$ cat config.mk
export PLATFORM = sky130hd
export DESIGN_NAME = dbi_ac_codec
export DESIGN_NICKNAME = d
export VERILOG_FILES = /design/src/rtl/dbi_ac_pkg.sv /design/src/rtl/dbi_ac_lane_enc.sv /design/src/rtl/dbi_ac_lane_reg.sv /design/src/rtl/dbi_ac_lane_dec.sv /design/src/rtl/dbi_ac_codec.sv
export SDC_FILE = /design/constraint.sdc
export NUM_CORES = 1
export LEC_CHECK = 0
export CAP_MARGIN = 20
export CORE_AREA = 2 2 216 218
export CTS_BUF_LIST = sky130_fd_sc_hd__clkbuf_8
export DETAILED_ROUTE_END_ITERATION = 8
export DIE_AREA = 0 0 218 220
export GPL_ROUTABILITY_DRIVEN = 1
export SYNTH_ARGS = -nofsm -noshare
export SYNTH_HDL_FRONTEND = slang
export SYNTH_SLANG_ARGS = --single-unit
$ cat constraint.sdc
create_clock -name clk -period 4.73 [get_ports clk]
set_input_delay 0.7095 -clock clk [delete_from_list [all_inputs] [get_ports clk]]
set_output_delay 0.7095 -clock clk [all_outputs]
set_load 0.03 [all_outputs]
$ cat src/rtl/dbi_ac_pkg.sv
// Package: dbi_ac_pkg
// Defaults and shared types for the transition-limiting inversion codec.
// Assumes nothing beyond a common clock for all lanes.
package dbi_ac_pkg;
    localparam int unsigned DEF_LANES  = 16;
    localparam int unsigned DEF_LANE_W = 8;

    // Polarity a lane chose for its current beat
    typedef enum logic {
        POL_TRUE = 1'b0,
        POL_INV  = 1'b1
    } lane_pol_e;
endpackage

$ cat src/rtl/dbi_ac_lane_enc.sv
// Module: dbi_ac_lane_enc
// Purely combinational inversion decision for one lane. It counts how many
// of the lane's LANE_W+1 wires would change if the byte went out as it is
// with the inversion bit low, and picks the complement when that count
// exceeds half the wires. Assumes prev_* hold the word last driven.
module dbi_ac_lane_enc
    import dbi_ac_pkg::*;
#(
    parameter int unsigned LANE_W = DEF_LANE_W
) (
    input  logic [LANE_W-1:0] data,
    input  logic [LANE_W-1:0] prev_dq,
    input  logic              prev_inv,
    output logic [LANE_W-1:0] enc_dq,
    output logic              enc_inv
);
    localparam int unsigned WIRES  = LANE_W + 1;
    localparam int unsigned CNT_W  = $clog2(WIRES + 1);
    localparam int unsigned THRESH = WIRES / 2 + 1;

    logic [CNT_W-1:0] raw_toggles;
    lane_pol_e        pol;

    // Count wire changes for the uninverted form
    always_comb begin
        raw_toggles = CNT_W'(prev_inv);
        for (int b = 0; b < int'(LANE_W); b++) begin
            raw_toggles = raw_toggles + CNT_W'(data[b] ^ prev_dq[b]);
        end
    end

    // Choose polarity and form the coded word
    always_comb begin
        pol     = (raw_toggles >= CNT_W'(THRESH)) ? POL_INV : POL_TRUE;
        enc_inv = (pol == POL_INV);
        enc_dq  = (pol == POL_INV) ? ~data : data;
    end
endmodule

$ cat src/rtl/dbi_ac_lane_reg.sv
// Module: dbi_ac_lane_reg
// History register for one lane: holds the last driven data and inversion
// bit, which double as the wire outputs. Loads only on a valid beat; the
// synchronous active-low reset clears it.
module dbi_ac_lane_reg
    import dbi_ac_pkg::*;
#(
    parameter int unsigned LANE_W = DEF_LANE_W
) (
    input  logic              clk,
    input  logic              rst_n,
    input  logic              load,
    input  logic [LANE_W-1:0] d_dq,
    input  logic              d_inv,
    output logic [LANE_W-1:0] q_dq,
    output logic              q_inv
);
    // Capture the coded word on a beat, hold it otherwise
    always_ff @(posedge clk) begin
        if (!rst_n) begin
            q_dq  <= '0;
            q_inv <= 1'b0;
        end else if (load) begin
            q_dq  <= d_dq;
            q_inv <= d_inv;
        end
    end
endmodule

$ cat src/rtl/dbi_ac_lane_dec.sv
// Module: dbi_ac_lane_dec
// Combinational receive path for one lane: restores the byte by
// complementing it when the received inversion bit is set.
module dbi_ac_lane_dec
    import dbi_ac_pkg::*;
#(
    parameter int unsigned LANE_W = DEF_LANE_W
) (
    input  logic [LANE_W-1:0] in_dq,
    input  logic              in_inv,
    output logic [LANE_W-1:0] out_data
);
    // Undo the lane polarity
    always_comb begin
        out_data = in_dq ^ {LANE_W{in_inv}};
    end
endmodule

$ cat src/rtl/dbi_ac_codec.sv
// Module: dbi_ac_codec
// Top of the transition-limiting inversion codec. It instantiates one
// encoder, history register and decoder per lane and registers a beat
// valid flag. Assumes a single clock and a synchronous active-low reset.
module dbi_ac_codec
    import dbi_ac_pkg::*;
#(
    parameter int unsigned LANES  = DEF_LANES,
    parameter int unsigned LANE_W = DEF_LANE_W
) (
    input  logic                    clk,
    input  logic                    rst_n,
    input  logic                    tx_valid,
    input  logic [LANES*LANE_W-1:0] tx_data,
    output logic [LANES*LANE_W-1:0] wire_dq,
    output logic [LANES-1:0]        wire_inv,
    output logic                    wire_vld,
    input  logic [LANES*LANE_W-1:0] rx_dq,
    input  logic [LANES-1:0]        rx_inv,
    output logic [LANES*LANE_W-1:0] rx_data
);
    localparam int unsigned BUS_W = LANES * LANE_W;

    logic [BUS_W-1:0] enc_dq;
    logic [LANES-1:0] enc_inv;

    for (genvar g = 0; g < int'(LANES); g++) begin : g_lane
        dbi_ac_lane_enc #(.LANE_W(LANE_W)) u_enc (
            .data     (tx_data[g*LANE_W +: LANE_W]),
            .prev_dq  (wire_dq[g*LANE_W +: LANE_W]),
            .prev_inv (wire_inv[g]),
            .enc_dq   (enc_dq[g*LANE_W +: LANE_W]),
            .enc_inv  (enc_inv[g])
        );

        dbi_ac_lane_reg #(.LANE_W(LANE_W)) u_reg (
            .clk   (clk),
            .rst_n (rst_n),
            .load  (tx_valid),
            .d_dq  (enc_dq[g*LANE_W +: LANE_W]),
            .d_inv (enc_inv[g]),
            .q_dq  (wire_dq[g*LANE_W +: LANE_W]),
            .q_inv (wire_inv[g])
        );

        dbi_ac_lane_dec #(.LANE_W(LANE_W)) u_dec (
            .in_dq    (rx_dq[g*LANE_W +: LANE_W]),
            .in_inv   (rx_inv[g]),
            .out_data (rx_data[g*LANE_W +: LANE_W])
        );
    end

    // Flag that the wire word is a fresh beat
    always_ff @(posedge clk) begin
        if (!rst_n) wire_vld <= 1'b0;
        else        wire_vld <= tx_valid;
    end
endmodule

# ---- Yosys cells after proc, flatten, opt, wreduce, memory -nomap -nowiden
# Index checks and enable logic that the tools add are counted.
dict set report totals {
  ff_bits 145
  latchBits 0
  ram_bits 0
  mem_bits_ro 0
  input_bits 275
  out_inout_bits 273
  n_memories 0
}
dict set report op_classes {
  addsub 128
  mul 0
  div 0
  n_lt_le_gt_ge 16
  n_eq_ne 0
  shifts 0
  muxes 32
  bitwise_logic 160
  n_reduce_logical 0
}
# cell n
set op_table {}
lappend op_table {{4-bit adder} 112}
lappend op_table {{8-bit two-way mux} 16}
lappend op_table {{8-bit NOT} 16}
lappend op_table {{1-bit bitwise XOR} 128}
lappend op_table {{8-bit bitwise XOR} 16}
lappend op_table {{1-bit by 4-bit adder with 4-bit output} 16}
lappend op_table {{4-bit by 3-bit >= comparator with 1-bit output, second input constant} 16}
lappend op_table {{1-bit two-way mux} 16}

# ---- Depth between registers and ports, before layout
# Gate-level depths: netlist of the first run.
dict set report depth {
  ltp_word 12
  ltp_mapped 14
  mapped_depth_nobuf 12
}

# ---- Modules after synthesis
# Synthesis of the first run repeated with hierarchy kept, for this count alone.
dict set report unflattened {
  hier_cells 1170
  hier_area_um2 12157.9
}
# module instances cells_per_inst area_per_inst_um2 seq_area_each_um2
set modules_own_cells {}
lappend modules_own_cells {dbi_ac_lane_enc 16 36 339.1 0.0}
lappend modules_own_cells {dbi_ac_lane_reg 16 28 337.8 180.2}
lappend modules_own_cells {dbi_ac_lane_dec 16 9 81.3 0.0}
lappend modules_own_cells {dbi_ac_codec 1 2 26.3 20.0}

# ---- Worst setup path after synthesis of the first run
# OpenSTA, ideal clock, no wires.
dict set report synth_path {
  path_type {input-to-reg}
  start {input tx_data[23]}
  end {register g_lane[2].u_reg.q_inv}
  setup_ps 79
  arrival_time_ps 4224
  slack_ps 427
  stages 14
  n_path_buf 2
  path_cell_list {xor2_1 > fa_1 > inv_1 > fa_1 > fa_1 > inv_1 > fa_1 > inv_1 > fa_1 > nor2b_1 > buf_2 > o22a_1 > buf_6 > a211oi_2}
}
dict set report synth_between {
  elab_chain_len 4
}
# element line_no
set synth_lines {}
lappend synth_lines {{start, declared} dbi_ac_codec.sv:14} ;# input logic [LANES*LANE_W-1:0] tx_data,
lappend synth_lines {{1-bit bitwise XOR} dbi_ac_lane_enc.sv:28} ;# raw_toggles = raw_toggles + CNT_W'(data[b] ^ prev_dq[b]);
lappend synth_lines {{4-bit adder} dbi_ac_lane_enc.sv:28}
lappend synth_lines {{4-bit by 3-bit >= comparator with 1-bit output} dbi_ac_lane_enc.sv:34} ;# pol = (raw_toggles >= CNT_W'(THRESH)) ? POL_INV : POL_TRUE;
lappend synth_lines {{1-bit two-way mux} dbi_ac_lane_enc.sv:34}
lappend synth_lines {{end signal, assigned} dbi_ac_lane_reg.sv:25} ;# q_inv <= d_inv;
lappend synth_lines {{end, declared} dbi_ac_lane_reg.sv:16} ;# output logic q_inv
# Every way passes these cells.
# A chain may end at the register's enable or synchronous reset.

# ---- Final worst setup path of the first run
dict set report layout_path {
  start {input tx_data[78]}
  end {register g_lane[9].u_reg.q_dq[0]}
}
dict set report layout_between {
  elab_chain_len 6
}
# element line_no
set layout_lines {}
lappend layout_lines {{1-bit bitwise XOR} dbi_ac_lane_enc.sv:28}
lappend layout_lines {{4-bit adder (2 in series)} dbi_ac_lane_enc.sv:28}
lappend layout_lines {{4-bit by 3-bit >= comparator with 1-bit output} dbi_ac_lane_enc.sv:34}
lappend layout_lines {{1-bit two-way mux} dbi_ac_lane_enc.sv:34}
lappend layout_lines {{8-bit two-way mux} dbi_ac_lane_enc.sv:36} ;# enc_dq = (pol == POL_INV) ? ~data : data;
lappend layout_lines {{end signal, assigned} dbi_ac_lane_reg.sv:24} ;# q_dq <= d_dq;
lappend layout_lines {{end, declared} dbi_ac_lane_reg.sv:15} ;# output logic [LANE_W-1:0] q_dq,
# Every way passes these cells.

==> results of run 1 <==
[through the flow]
stage | hold slack [ns] | setup TNS [ns] | instance area (sq um)
finish | 0.538 | 0 | 21500
global route | 0.561 | 0 | 21500
CTS | 0.541 | 0 | 21500
detailed placement | 0.528 | -6.32 | 21100
global placement | 0.519 | -1.39 | 21100
floorplan | 0.506 | 0 | 14900
[layer usage]
metal,routed length [um],vias up,GRT usage
met5,39,-,0
met4,1200,6,0.0685
met3,3150,67,0.0497
met2,23800,418,0.331
met1,20300,6672,0.238
li1,-,6551,-
[worst min-delay path by stage]
stage	slack, ns	to	depth (start not counted)
final	0.54	g_lane[14].u_reg.q_dq[4]	2
after global routing	0.56	g_lane[2].u_reg.q_dq[7]	2
after CTS	0.54	g_lane[14].u_reg.q_dq[4]	2
after detailed placement	0.53	g_lane[14].u_reg.q_dq[4]	2
after global placement	0.52	g_lane[14].u_reg.q_dq[4]	2
after floorplan	0.51	g_lane[0].u_reg.q_inv	2
[cell type report]
cell class                 count  area [sq um]
inverter                     129           484
antenna                        2          5.00
fill                        4287         24300
multi-input combinational   1105         10600
clock buffer                  23           317
timing repair buffer         669          6440
clock inverter                 8          62.6
sequential                   145          2900
tap                          607           759
[layout by cell type (no fill, tap or decap)]
master and n:
clkdlybuf4s50_1 545, buf_12 3, clkinv_2 2, o211ai_1 8, and2_1 1, a21oi_2 16
ha_1 32, o221ai_1 128, dfxtp_1 145, xnor2_1 48, fa_1 80, nor2_1 16
xor2_2 16, clkinv_1 1, nand3b_1 256, nor2b_1 16, o22a_1 16, buf_8 2
bufinv_16 1, diode_2 2, buf_4 119, o211ai_2 120, a211oi_2 16, inv_1 132
xor2_1 208, clkinvlp_4 1, clkbuf_8 23, and3_1 128
[cell families (layout without fill, tap and decap cells)]
logic type	count (synthesis)	after routing	synth area share
xor+xnor	272	272	0.168
compound gates	304	304	0.213
simple gates	417	417	0.194
other cells	0	2	0
buf+inv	283	829	0.0941
fa+ha+maj	112	112	0.135
flops	145	145	0.195
[registers in the layout, summed over array words and instances, names as in the netlist]
| signal | flops |
|---|---|
| g_lane.u_reg.q_dq | 128 |
| wire_vld | 1 |
| g_lane.u_reg.q_inv | 16 |
[critical path, cell delays in order]
cell             delay [ns]
clkdlybuf4s50_1        0.51
xor2_1                 0.29
fa_1                   0.47
inv_1                  0.09
fa_1                   0.46
fa_1                   0.55
inv_1                  0.06
fa_1                   0.44
inv_1                  0.09
fa_1                   0.42
nor2b_1                0.17
o22a_1                 0.24
buf_4                  0.19
o211ai_2               0.16
==> metrics, run 1 <==
status=finished, final reports clean; Final Cycle Share=0.924; number of setup buffers added after CTS=0; std cell rows=about 80; vias per cell=between 5 and 6; Clk pin slew, worst setup/hold paths=0.09 ns; CTS tree=built; Worst slew margin=0.392; Core Region=roughly 46000 sq um; fin crit period=4.37 ns; Critical Path Source=tx_data[78]; CP startpoint kind=primary input; total number of vias=13714; Post-Syn Area per Cell=roughly 9.7 sq um; largest net degree at the start of global routing=around 170; dpl hpwl=36.9 mm; Ports=between 500 and 600; die height=about 220 um; Max Clock Freq=~230 MHz; Skew-Pair Late Insertion Delay=0.55 ns; endpoint class of the critical path=flip-flop; Max-cap violations=0; initial antenna violation count=4; nets=about 2500; non-filler cells, final=about 2700; Post-Synthesis Cells=approximately 1500; GP Congestion=0.859; initial core utilization=0.324; share of the synthesized area in the top cell type=0.195; post-synth cell types=22; Hold Crit Start=g_lane[14].u_reg.q_dq[4]; routed len/inst=about 18 um; CTS root buf=clkbuf_8; TritonCTS Sinks=about 150; Layout Utilization=0.469; grt total ovfl=0; Setup WS post-layout=between 0.3 and 0.4 ns; r2r startpoint=g_lane[9].u_reg.q_dq[6]; Async SR Flop Fraction=0; FF-to-FF End=g_lane[9].u_reg.q_dq[0]; Slew @ Worst Pin=0.912 ns; reg-to-reg slack, setup=between 0.6 and 0.7 ns; die area=around 48000 sq um; CTS Buffer Depth=2; Place WS=-0.239 ns; DRT Pass-1 Iters=5; final slew viol count=0; final setup fails=0; final hold violations=0; first-pass GRT wire length=around 74 mm; Inst Count DP=between 2000 and 3000; Most used DFF post-synth=dfxtp_1; post-synthesis sequential area ratio=0.195; Post-synth EDFFs=0; Horiz. Die Dim=218 um; Critical Path RT=5.21 ns; cts hold-fix bufs=0; vias in the first global route=13576; synthesis-stage register bit count=145; Synth area leaders=dfxtp_1, nand3b_1, xor2_1; ratio of cells with drive above 1 in the final layout=0.153; IO Port Bufs=around 550; area growth from synthesis to layout=44.9%; count leader, synth=nand3b_1; reg2reg path depth=13; Routed Antenna Nets=0; post-cts sizing count=0; crit path DAT=between 4 and 5 ns; worst hold path type=flip-flop to flip-flop; gr usage total=0.195; crit-path max FO=5; Yosys warning count=0; syn_nets=~1900; First DRT Iteration DRCs=approximately 650; Post-Syn Area=about 15000 sq um; critical path class=primary input to flip-flop; htree depth=4; end of the critical path=g_lane[9].u_reg.q_dq[0]; total CTS buffers=17; cell taking the most area after synthesis=dfxtp_1; synth cell count leaders=nand3b_1, xor2_1, dfxtp_1; Layout Skew=approximately 0.012 ns; drt total wl=a little under 50 mm; RSZ-0062 raised after global routing=no; Residual DRC=0
Power of run 1 is left out: the tool's default activity adds up to more than one toggle a clock period on the data nets, which glitch-free logic cannot reach.
==> run 2, diff against run 1 <==
REMOVE_ABC_BUFFERS = 1   (was unset)
==> run 2 against run 1 <==
  * Die area stayed put
  * Cell count is 0.11% higher
  * Maximum frequency is 1.8% higher
  * Critical endpoint is now g_lane[2].u_reg.q_dq[1]
  * Highest routed layer unchanged
==> metrics, run 2 (synthesis results as in run 1) <==
DRT Pass-1 Iters=5 (unchanged); Clk pin slew, worst setup/hold paths=0.09 ns (about the same); total number of vias=13854 (+1.0%); first-pass GRT wire length=79.4 mm (+7.3%); CTS tree=built; Max-cap violations=0 (unchanged); worst hold path type=flip-flop to flip-flop; Slew @ Worst Pin=0.875 ns (-0.0375 ns); vias per cell=5.15 (+0.91%); Max Clock Freq=233 MHz (+1.8%); Critical Path Source=tx_data[23]; vias in the first global route=13750 (+1.3%); CP startpoint kind=primary input; status=finished, final reports clean; reg2reg path depth=13 (unchanged); grt total ovfl=0 (unchanged); RSZ-0062 raised after global routing=no; GP Congestion=0.940 (+9.4%); r2r startpoint=g_lane[8].u_reg.q_dq[7]; final slew viol count=0 (unchanged); reg-to-reg slack, setup=0.75 ns (+0.10 ns); final hold violations=0 (unchanged); largest net degree at the start of global routing=172 (+0.58%); ratio of cells with drive above 1 in the final layout=0.153 (-0.000815); final setup TNS=0 ns (unchanged); final setup fails=0 (unchanged); area of the multi-input gates=10600 sq um (unchanged); most used cell, CP=fa_1; most common cell after layout, fill and taps aside=clkdlybuf4s50_1; Core Region=45900 sq um (unchanged); routed len/inst=19.6 um (+8.4%); most frequent cells in the layout=clkdlybuf4s50_1, nand3b_1, xor2_1, dfxtp_1, inv_1; Slowest cell on crit path=fa_1; CTS Buffer Depth=2 (unchanged); nets=2451 (-0.12%); crit-path cells=clkdlybuf4s50_1 > xor2_1 > fa_1 > inv_1 > fa_1 > fa_1 > inv_1 > fa_1 > inv_1 > fa_1 > nor2b_1 > o22a_1 > buf_4 > o211ai_2; initial antenna violation count=8 (+4); Horiz. Die Dim=218 um (unchanged); fin crit period=4.29 ns (-0.0754 ns); Largest Register=g_lane.u_reg.q_dq; FF-to-FF End=g_lane[8].u_reg.q_inv; cts hold-fix bufs=0 (unchanged); Hold Path End=g_lane[14].u_reg.q_dq[4]; critical path class=primary input to flip-flop; htree depth=4 (unchanged); Routed Antenna Nets=0 (unchanged); crit-path max cell delay=0.55 ns (about the same); std cell rows=79 (unchanged); initial core utilization=0.324 (unchanged); biggest regs=g_lane.u_reg.q_dq (128), g_lane.u_reg.q_inv (16), wire_vld (1); crit-path max FO=5 (unchanged); TritonCTS Sinks=145 (unchanged); Largest register FFs=128 (unchanged); Fillers=4349 (+1.4%); Ports=548 (unchanged); CTS root buf=clkbuf_8; Hold Crit Start=g_lane[14].u_reg.q_dq[4]; post-cts sizing count=0 (unchanged); die height=220 um (unchanged); Layout Skew=0.0139 ns (+0.00147 ns); drt total wl=52.6 mm (+8.5%); die area=48000 sq um (unchanged); worst hold stages=2 (unchanged); endpoint class of the critical path=flip-flop; gr usage total=0.213 (+0.0183); First DRT Iteration DRCs=609 (-6.5%); number of setup buffers added after CTS=0 (unchanged); Final Cycle Share=0.908 (-0.0159); Worst slew margin=0.417 (+0.0250); Skew-Pair Late Insertion Delay=0.51 ns (-0.04 ns); total CTS buffers=17 (unchanged); crit path DAT=4.73 ns (-0.12 ns); Residual DRC=0 (unchanged); Reg area=2900 sq um (unchanged); IO Port Bufs=547 (unchanged); area growth from synthesis to layout=45.3%; Critical Path RT=5.16 ns (-0.05 ns); dpl hpwl=41.2 mm (+12%)
## run 2: cell type report
class                   instances  area share
multi-input cells            1105       0.489
flip-flops and latches        145       0.135
diodes                          7    0.000812
clock buffers                  19      0.0121
clock inverters                13     0.00788
well taps                     607      0.0352
repair buffers                666       0.298
inverters                     129      0.0224
## run 2: worst max-delay path by stage
stage	to	slack, ns	depth (start not counted)
floorplan	g_lane[2].u_reg.q_inv	0.42	12
global placement	g_lane[2].u_reg.q_dq[1]	-0.09	14
detailed placement	g_lane[2].u_reg.q_dq[0]	-0.09	14
CTS	g_lane[2].u_reg.q_dq[1]	0.47	14
global route	g_lane[15].u_reg.q_dq[2]	0.23	14
finish	g_lane[2].u_reg.q_dq[1]	0.44	14
## run 2: critical path, delay by kind of cell
family          cells  cell delay [ns]
compound gates      2             0.37
xor+xnor            1             0.19
fa+ha+maj           5             2.44
buf+inv             5             0.87
simple gates        1             0.15
## run 2: routing by layer
metal | up-vias | global-route usage | part of all wire
li1 | 6547 | - | -
met1 | 6826 | 0.241 | 0.39
met2 | 428 | 0.388 | 0.52
met3 | 51 | 0.0524 | 0.066
met4 | 2 | 0.0746 | 0.023
met5 | - | 0 | 0.00025
## run 2: stage by stage
| step | std cells | hold slack [ns] | worst slack [ns] | instance area [sq um] | util |
|---|---|---|---|---|---|
| floorplan | 1379 | 0.648 | 0.422 | 13900 | - |
| global placement | 2652 | 0.520 | -0.0867 | 21100 | 0.461 |
| detailed placement | 2652 | 0.528 | -0.0916 | 21100 | 0.461 |
| CTS | 2684 | 0.546 | 0.473 | 21600 | 0.470 |
| global route | 2689 | 0.559 | 0.234 | 21600 | 0.470 |
| finish | 2691 | 0.541 | 0.436 | 21600 | 0.471 |
Power of run 2 is left out for the same reason.
==> run 3, diff against run 2 <==
==> constraint.sdc (replaced) <==
create_clock -name clk -period 4.8 [get_ports clk]
set_input_delay 0.48 -clock clk [delete_from_list [all_inputs] [get_ports clk]]
set_output_delay 0.48 -clock clk [all_outputs]
set_load 0.03 [all_outputs]
==> run 3 against run 2 <==
  * Wire length fell by 0.63%
  * Sequential cell count unchanged
  * Worst hold slack got worse by 0.029 ns
==> metrics, run 3 (synthesis results as in run 1) <==
status=finished, final reports clean; CP startpoint kind=primary input; Horiz. Die Dim=218 um (unchanged); most frequent cells in the layout=clkdlybuf4s50_1, nand3b_1, xor2_1, dfxtp_1, inv_1; Max-cap violations=0 (unchanged); endpoint class of the critical path=flip-flop; routed len/inst=19.7 um (+0.83%); DRT Pass-1 Iters=5 (unchanged); most common cell after layout, fill and taps aside=clkdlybuf4s50_1; Clk pin slew, worst setup/hold paths=0.08 ns (about the same); cts hold-fix bufs=0 (unchanged); final hold violations=0 (unchanged); Ports=548 (unchanged); gr usage total=0.210 (-0.00337); critical path class=primary input to flip-flop; FF-to-FF End=g_lane[11].u_reg.q_inv; final setup TNS=0 ns (unchanged); Worst slew margin=0.412 (-0.00536); grt total ovfl=0 (unchanged); first-pass GRT wire length=77.5 mm (-2.4%); crit-path max FO=9 (+4); reg-to-reg slack, setup=0.72 ns (-0.03 ns); Post-DP Area=20800 sq um (-1.7%); CTS tree=built; Place WS=0.0375 ns (+0.129 ns); worst hold stages=3 (+1); Residual DRC=0 (unchanged); Critical Path RT=5.23 ns (+0.07 ns); std cell rows=79 (unchanged); Slew @ Worst Pin=0.883 ns (+0.00803 ns); largest net degree at the start of global routing=158 (-8.1%); Finished Cell Area=21200 sq um (-1.6%); Max Clock Freq=between 200 and 250 MHz; TritonCTS Sinks=145 (unchanged); RSZ-0062 raised after global routing=no; Final Cycle Share=0.881; Layout Skew=0.0130 ns (-0.000909 ns); fin crit period=between 4 and 5 ns; Routed Antenna Nets=0 (unchanged); biggest regs=g_lane.u_reg.q_dq (128), g_lane.u_reg.q_inv (16), wire_vld (1); worst hold path type=primary input to flip-flop; initial antenna violation count=16 (+8); reg2reg path depth=12 (-1); dpl hpwl=40.5 mm (-1.9%); Hold Crit Start=tx_valid; r2r startpoint=g_lane[11].u_reg.q_dq[4]; CTS Buffer Depth=2 (unchanged); First DRT Iteration DRCs=854 (+40%); total number of vias=13680 (-1.3%); initial core utilization=0.324 (unchanged); IO Port Bufs=547 (unchanged); Setup WS post-layout=0.570 ns (+0.134 ns); Core Region=45900 sq um (unchanged); die area=48000 sq um (unchanged); post-cts sizing count=0 (unchanged); Fillers=4382 (+0.76%); vias per cell=5.16 (+0.20%); htree depth=4 (unchanged); number of setup buffers added after CTS=0 (unchanged); GP Congestion=0.907 (-3.6%); Largest register FFs=128 (unchanged); nets=2404 (-1.9%); area growth from synthesis to layout=43.0%; final setup fails=0 (unchanged); drt total wl=52.3 mm (-0.63%); Hold Path End=g_lane[1].u_reg.q_dq[0]; vias in the first global route=13504 (-1.8%); total CTS buffers=17 (unchanged); Largest Register=g_lane.u_reg.q_dq; crit path DAT=4.66 ns (-0.07 ns); hold slack final=0.511 ns (-0.0293 ns); die height=220 um (unchanged); final slew viol count=0 (unchanged); ratio of cells with drive above 1 in the final layout=0.134 (-0.0181); Skew-Pair Late Insertion Delay=0.52 ns (about the same); CTS root buf=clkbuf_8
run 3: cell types whose count changed in the layout (fill, tap and decap cells not counted), moves of 2 or more:
| cell | before | now |
|---|---|---|
| clkinv_2 | 2 | 4 |
| clkbuf_8 | 19 | 17 |
| buf_4 | 115 | 68 |
| clkinvlp_4 | 1 | 3 |
| inv_1 | 133 | 130 |
| diode_2 | 7 | 15 |
run 3: area by class of cell:
cell class              instances  area [sq um]  area share
diodes                         15          37.5     0.00177
clock buffers                  17           234      0.0110
clock inverters                15           193     0.00907
inverters                     129           484      0.0228
multi-input cells            1105         10600       0.497
flip-flops and latches        145          2900       0.137
well taps                     607           759      0.0358
repair buffers                619          6080       0.286
run 3: worst max-delay path, stage by stage:
cell and delay (ns):
clkdlybuf4s50_1 0.50, xor2_1 0.20, fa_1 0.54, inv_1 0.05
fa_1 0.50, fa_1 0.55, inv_1 0.06, fa_1 0.45
inv_1 0.09, fa_1 0.41, nor2b_1 0.16, o22a_1 0.39
a211oi_2 0.27
run 3: metrics by stage:
| step | std cells | util |
|---|---|---|
| detailed placement | 2605 | 0.453 |
| global route | 2650 | 0.463 |
| CTS | 2637 | 0.462 |
| global placement | 2605 | 0.453 |
| finish | 2652 | 0.463 |
| floorplan | 1379 | - |
run 3: how the worst max path moves through the flow:
stage	endpoint	slack, ns	from	cells past startpoint
floorplan	g_lane[2].u_reg.q_inv	0.69	g_lane[2].u_reg.q_dq[7]	12
global placement	g_lane[2].u_reg.q_inv	0.08	tx_data[23]	13
detailed placement	g_lane[2].u_reg.q_inv	0.04	tx_data[23]	13
CTS	g_lane[2].u_reg.q_inv	0.60	tx_data[23]	13
global route	g_lane[11].u_reg.q_inv	0.44	tx_data[94]	13
finish	g_lane[2].u_reg.q_inv	0.57	tx_data[23]	13
run 3: metal layers:
layer | track usage | routed length [um] | vias to the layer above
li1 | - | - | 6464
met4 | 0.118 | 2350 | 4
met3 | 0.0616 | 3650 | 70
met2 | 0.366 | 26300 | 444
met1 | 0.225 | 19900 | 6698
met5 | 0.0177 | 135 | -
Power of run 3 is left out for the same reason.
